**src/rtl/ctrl_regfile.sv**
```systemverilog
module ctrl_regfile #(
  parameter int ADDR_W = 6,
  parameter int IRQ_W  = 16,
  parameter logic [ADDR_W-1:0] A_ISTAT  = 6'd0,
  parameter logic [ADDR_W-1:0] A_IMASK  = 6'd1,
  parameter logic [ADDR_W-1:0] A_GCTRL  = 6'd2,
  parameter logic [ADDR_W-1:0] A_GMODE  = 6'd3,
  parameter logic [ADDR_W-1:0] A_GSTAT  = 6'd4,
  parameter logic [ADDR_W-1:0] A_ORBOX  = 6'd5,
  parameter logic [ADDR_W-1:0] A_ANDBOX = 6'd6,
  parameter logic [ADDR_W-1:0] A_BIT8   = 6'd7,
  parameter logic [ADDR_W-1:0] A_ZERO   = 6'd8,
  parameter logic [ADDR_W-1:0] A_CMD    = 6'd9,
  parameter logic [ADDR_W-1:0] A_DEVID  = 6'd10,
  parameter logic [ADDR_W-1:0] A_RPT    = 6'd11,
  parameter logic [31:0] ANDBOX_RST     = 32'hFFFF_FFFF
) (
  input  logic              clk,
  input  logic              rst_n,
  input  logic              wr_en,
  input  logic [ADDR_W-1:0] wr_addr,
  input  logic [31:0]       wr_data,
  input  logic [IRQ_W-1:0]  irq_raise,
  input  logic [ADDR_W-1:0] rd_addr,
  output logic [31:0]       rd_data,
  output logic              irq,
  output logic              gfx_rst,
  output logic              pause_en
);
  localparam int DEPTH = 1 << ADDR_W;
  localparam int PAD   = 32 - IRQ_W;

  logic [31:0] regs [DEPTH];
  logic [31:0] wr_next, istat_next, gstat_next, clr_mask;
  logic        hit_mode, devid_clr;

  assign clr_mask   = (wr_en && wr_addr == A_ISTAT) ? wr_data : 32'h0;
  assign istat_next = (regs[A_ISTAT] & ~clr_mask) | {{PAD{1'b0}}, irq_raise};
  assign hit_mode   = wr_en && wr_addr == A_GMODE;
  assign gstat_next = {regs[A_GSTAT][31:3], wr_data[2], regs[A_GSTAT][1], wr_data[0]};
  assign devid_clr  = wr_en && wr_addr == A_CMD && wr_data[27:16] == 12'h021
                      && wr_data[9:6] == 4'd1 && !regs[A_RPT][7];

  always_comb begin
    wr_next = wr_data;
    case (wr_addr)
      A_IMASK:  wr_next = regs[A_IMASK] ^ {{PAD{1'b0}}, wr_data[IRQ_W-1:0]};
      A_GCTRL:  wr_next = {28'h0, wr_data[3], 3'b000};
      A_ORBOX:  wr_next = regs[A_ORBOX] | wr_data;
      A_ANDBOX: wr_next = regs[A_ANDBOX] & ~wr_data;
      A_BIT8:   wr_next = {regs[A_BIT8][31:9], wr_data[8], regs[A_BIT8][7:0]};
      A_ZERO:   wr_next = 32'h0;
      A_CMD:    wr_next = {1'b0, wr_data[30:0]};
      default:  wr_next = wr_data;
    endcase
  end

  always_ff @(posedge clk) begin
    if (!rst_n) begin
      for (int i = 0; i < DEPTH; i++)
        regs[i] <= (i == int'(A_ANDBOX)) ? ANDBOX_RST : 32'h0;
      gfx_rst <= 1'b0;
    end else begin
      gfx_rst <= wr_en && wr_addr == A_GCTRL && wr_data[0];
      if (wr_en && wr_addr != A_ISTAT) regs[wr_addr] <= wr_next;
      regs[A_ISTAT] <= istat_next;
      if (hit_mode)  regs[A_GSTAT] <= gstat_next;
      if (devid_clr) regs[A_DEVID] <= 32'h0;
    end
  end

  assign rd_data  = regs[rd_addr];
  assign irq      = |(regs[A_ISTAT][IRQ_W-1:0] & regs[A_IMASK][IRQ_W-1:0]);
  assign pause_en = regs[A_GCTRL][3];

  p_w1c_r1: assert property (@(posedge clk) disable iff (!rst_n)
    (wr_en && wr_addr == A_ISTAT && irq_raise == '0) |=> ((regs[A_ISTAT] & $past(wr_data)) == 32'h0));

  p_raise_r1: assert property (@(posedge clk) disable iff (!rst_n)
    1'b1 |=> ((regs[A_ISTAT][IRQ_W-1:0] & $past(irq_raise)) == $past(irq_raise)));

  p_mask_xor_r2: assert property (@(posedge clk) disable iff (!rst_n)
    (wr_en && wr_addr == A_IMASK) |=> regs[A_IMASK][IRQ_W-1:0] == $past(regs[A_IMASK][IRQ_W-1:0] ^ wr_data[IRQ_W-1:0]));

  p_pulse_src_r5: assert property (@(posedge clk) disable iff (!rst_n)
    gfx_rst |-> $past(wr_en && wr_addr == A_GCTRL && wr_data[0]));

  p_mode_mirror_r6: assert property (@(posedge clk) disable iff (!rst_n)
    hit_mode |=> (regs[A_GSTAT][0] == $past(wr_data[0]) && regs[A_GSTAT][2] == $past(wr_data[2])
                  && regs[A_GSTAT][1] == $past(regs[A_GSTAT][1])));

  p_zero_r10: assert property (@(posedge clk) disable iff (!rst_n)
    (wr_en && wr_addr == A_ZERO) |=> regs[A_ZERO] == 32'h0);

  p_busy_low_r11: assert property (@(posedge clk) disable iff (!rst_n)
    !regs[A_CMD][31]);

  p_devid_clr_r12: assert property (@(posedge clk) disable iff (!rst_n)
    devid_clr |=> regs[A_DEVID] == 32'h0);
endmodule

```
**config.mk**
```make
export PLATFORM = sky130hd
export DESIGN_NAME = ctrl_regfile
export DESIGN_NICKNAME = d
export VERILOG_FILES = /design/src/rtl/ctrl_regfile.sv
export SDC_FILE = /design/constraint.sdc
export NUM_CORES = 2
export LEC_CHECK = 0
export BUFFER_PORTS_ARGS = -buffer_cell sky130_fd_sc_hd__buf_2
export CAP_MARGIN = 10
export CELL_PAD_IN_SITES_DETAIL_PLACEMENT = 1
export CELL_PAD_IN_SITES_GLOBAL_PLACEMENT = 1
export CORE_ASPECT_RATIO = 0.6
export CORE_UTILIZATION = 35
export CTS_CLUSTER_SIZE = 24
export DETAILED_ROUTE_END_ITERATION = 12
export GPL_TIMING_DRIVEN = 0
export PLACE_DENSITY_LB_ADDON = 0.1
export SLEW_MARGIN = 0
export SYNTH_ARGS = -nofsm -noshare
export SYNTH_HDL_FRONTEND = slang
export SYNTH_SLANG_ARGS = --single-unit
export TNS_END_PERCENT = 10
```
**constraint.sdc**
```tcl
create_clock -name clk -period 4.7 [get_ports clk]
set_clock_uncertainty 0.15 [all_clocks]
set_input_delay 0.235 -clock clk [delete_from_list [all_inputs] [get_ports clk]]
set_output_delay 0.235 -clock clk [all_outputs]
set_load 0.01 [all_outputs]
```
==> results_dict.tcl <==
set metrics [dict create \
    slew_viol_final 11 \
    dr_wl_met2_mm 186 \
    worstSetupEndpointType "output pin" \
    setup_slack_ns -0.292 \
    final_core_util_pct 41.6 \
    vias 66100 \
    relSlewSlack_pct -0.708 \
    areaGrowthSynthToFinish_pct 17.5 \
    hold_violations 0 \
    max-vdd-ir-drop_mv 0.279 \
    routed_wl_mm 476 \
    synth_cell_types 66 \
    synthArstFlopShare_pct 0 \
    synth_common_cells "edfxtp_1, nor2_1, a21oi_1" \
    initial_core_util_pct 35.4 \
    yosys.area.top_type "edfxtp_1" \
    clkLatencyLatePin_ns 0.94 \
    synth_compound_area_share_pct 8.85 \
    core_area_mm2 0.258 \
    via_per_inst 6.37 \
    synth_top_family_by_area "multiplexers" \
    grt_pass1_wl_mm 613 \
    ys_warn_count 0 \
    synthMuxAreaShare_pct 12.9 \
    clockRootBuffer "clkbuf_16" \
    place_ws_ns -1.44 \
    ios 98 \
    syn_area_mm2 0.0914 \
    antenna_found_initial 49 \
    path_class "in2out" \
    grt_max_degree 33 \
    hp-class "in2reg" \
    failed_checks "max-capacitance violations, max-slew violations, negative setup slack" \
    setup_viol 36 \
    clk_pin_slew_ns 0.07 \
    start_kind "input port" \
    clock.fmax_mhz 200 \
    drcViolationCount 0 \
    top_layer "met5" \
    cts-buffers-inserted 209 \
    max-clock-path-buffers 4 \
    multi_input_area_mm2 0.0275 \
    power.density_mw_per_mm2 399 \
    clock_sinks 2049 \
    synthTopCellsByArea "edfxtp_1, mux4_2, a21oi_1, nor2_1, clkbuf_1" \
    gr-usage-all-layers_pct 35.6 \
    worstPathArrival_ns 4.61 \
    grt_setup_unrepaired "true" \
    avgSynthCellArea_um2 14.8 \
    drtIter0Drc 10900 \
    fin_nets 6823 \
    die_x_um 662 \
    grt_pass1_vias 62700 \
    grt-ovfl-total 0 \
    wl_per_cell_um 45.8 \
    final_layout_size_suffix_gt1_share_pct 24.0 \
    synth_most_common_cell "edfxtp_1" \
    antenna_left 0 \
    fp-row-count 144 \
    portBuffers 93 \
    required_ns 4.32 \
    min_period_over_period_pct 106 \
    dp_hpwl_mm 351 \
    met1Wirelength_mm 196 \
    register_area_mm2 0.0612 \
    seq_area_frac_synth_pct 67.0 \
    synth-simple-area-share_pct 7.16 \
    dr.pass1.iters 6 \
    die_area_mm2 0.263 \
    setup_tns_ns -3.87 \
    synthXorXnorAreaFrac_pct 0 \
    synth_top_area_share_pct 66.3 \
    fill_cells 25900 \
    power_mw 42.9 \
    synthCells 6154 \
    place.gp.congestion 1.03 \
    rrSetupSlack_ns 1.14 \
    worstMarginPinSlew_ns 1.51 \
    period_needed_ns 4.99 \
    outcome "complete, but fails checks" \
    synth_seq_cells 2049 \
    die_h_um 398 \
    path_max_fanout 10 \
    ys.flop_type "edfxtp_1" \
    yosys.area_share.adder_pct 0 \
    dp_cells 9892 \
    cts_tree "done" \
    p_leak_nw 37.3 \
    cts_max_level 4 \
    wl_met3_mm 75.0 \
    stdcell_count 10400 \
    maxCapViolCount 2 \
    synth-edff-count 2016 \
]
==> per-stage QoR <==
stage | hold slack (ns) | area, µm²
detailed placement | 0.283 | 99600
floorplan | 0.172 | 91600
global placement | 0.276 | 96400
finish | 0.0306 | 107000
CTS | 0.00120 | 107000
global route | 0.0386 | 107000
==> report_power, final <==
| part | switching, mW | internal [mW] | total (mW) |
|---|---|---|---|
| registers | 0.272 | 20.8 | 21.0 |
| logic | 3.70 | 1.44 | 5.14 |
| clock network | 7.74 | 8.95 | 16.7 |
==> critical path: stages <==
cell	delay, ns
buf_2	0.15
buf_2	0.59
buf_2	0.48
buf_1	0.71
buf_8	0.25
mux4_2	0.32
o22ai_1	0.36
nor2_1	0.28
a21oi_1	0.75
a221oi_1	0.20
buf_2	0.25
==> cells in the final DEF (no fill, tap or decap), types with 63 or more instances in the layout <==
| cell type | count |
|---|---|
| conb_1 | 64 |
| a21oi_1 | 820 |
| buf_6 | 120 |
| mux4_2 | 487 |
| nand2_1 | 125 |
| dlygate4sd3_1 | 82 |
| mux2i_1 | 75 |
| buf_2 | 208 |
| clkbuf_16 | 211 |
| nor2_2 | 129 |
| a21oi_2 | 63 |
| edfxtp_1 | 2016 |
| nor2_1 | 1020 |
| nor3_1 | 68 |
| clkbuf_1 | 422 |
==> registers in the layout, summed over array words and instances (netlist names) <==
| signal | count |
|---|---|
| gfx_rst | 1 |
| regs | 2048 |
==> path summary, 6_finish.rpt <==
kind                              from                    end  cells past startpoint
min                        wr_data[20]    regs[0][20]$_DFF_P_                      3
max reg2reg  regs[11][7]$_SDFFCE_PN0P_  regs[10][6]$_DFFE_PP_                      8
max                         rd_addr[1]             rd_data[0]                     11
min reg2reg        regs[0][28]$_DFF_P_    regs[0][28]$_DFF_P_                      2
==> repair_timing <==
action                                  4_1_cts  5_1_grt
hold buffers                                 82        0
gates resized for setup                      92       21
pin swaps                                     0        1
endpoints found under the setup margin       32       17
buffers inserted                              0        0
endpoints found under the hold margin       176        0
==> logic make-up (layout without fill, tap and decap cells) <==
group	Yosys count	in the layout
muxes	570	570
DFF	2049	2049
other	1	94
and+or+nand+nor	1551	1551
AOI/OAI and AO/OA	1267	1267
buffers and inverters	716	1415
==> layout make-up <==
| type | instances | area share, % |
|---|---|---|
| diodes | 30 | 0.0699 |
| well taps | 3431 | 4.00 |
| clock inverters | 99 | 0.717 |
| clock buffers | 268 | 5.17 |
| flip-flops and latches | 2049 | 57.0 |
| multi-input cells | 3452 | 25.6 |
| inverters | 27 | 0.0944 |
| plain buffers | 687 | 3.52 |
| repair buffers | 334 | 3.85 |
==> per-layer routing <==
layer	GRT usage [%]	vias up
met1	49.6	35900
met2	47.1	4704
met5	0	-
met4	12.0	26
met3	18.8	718
li1	-	24800
(Power assumes the default switching activity.)
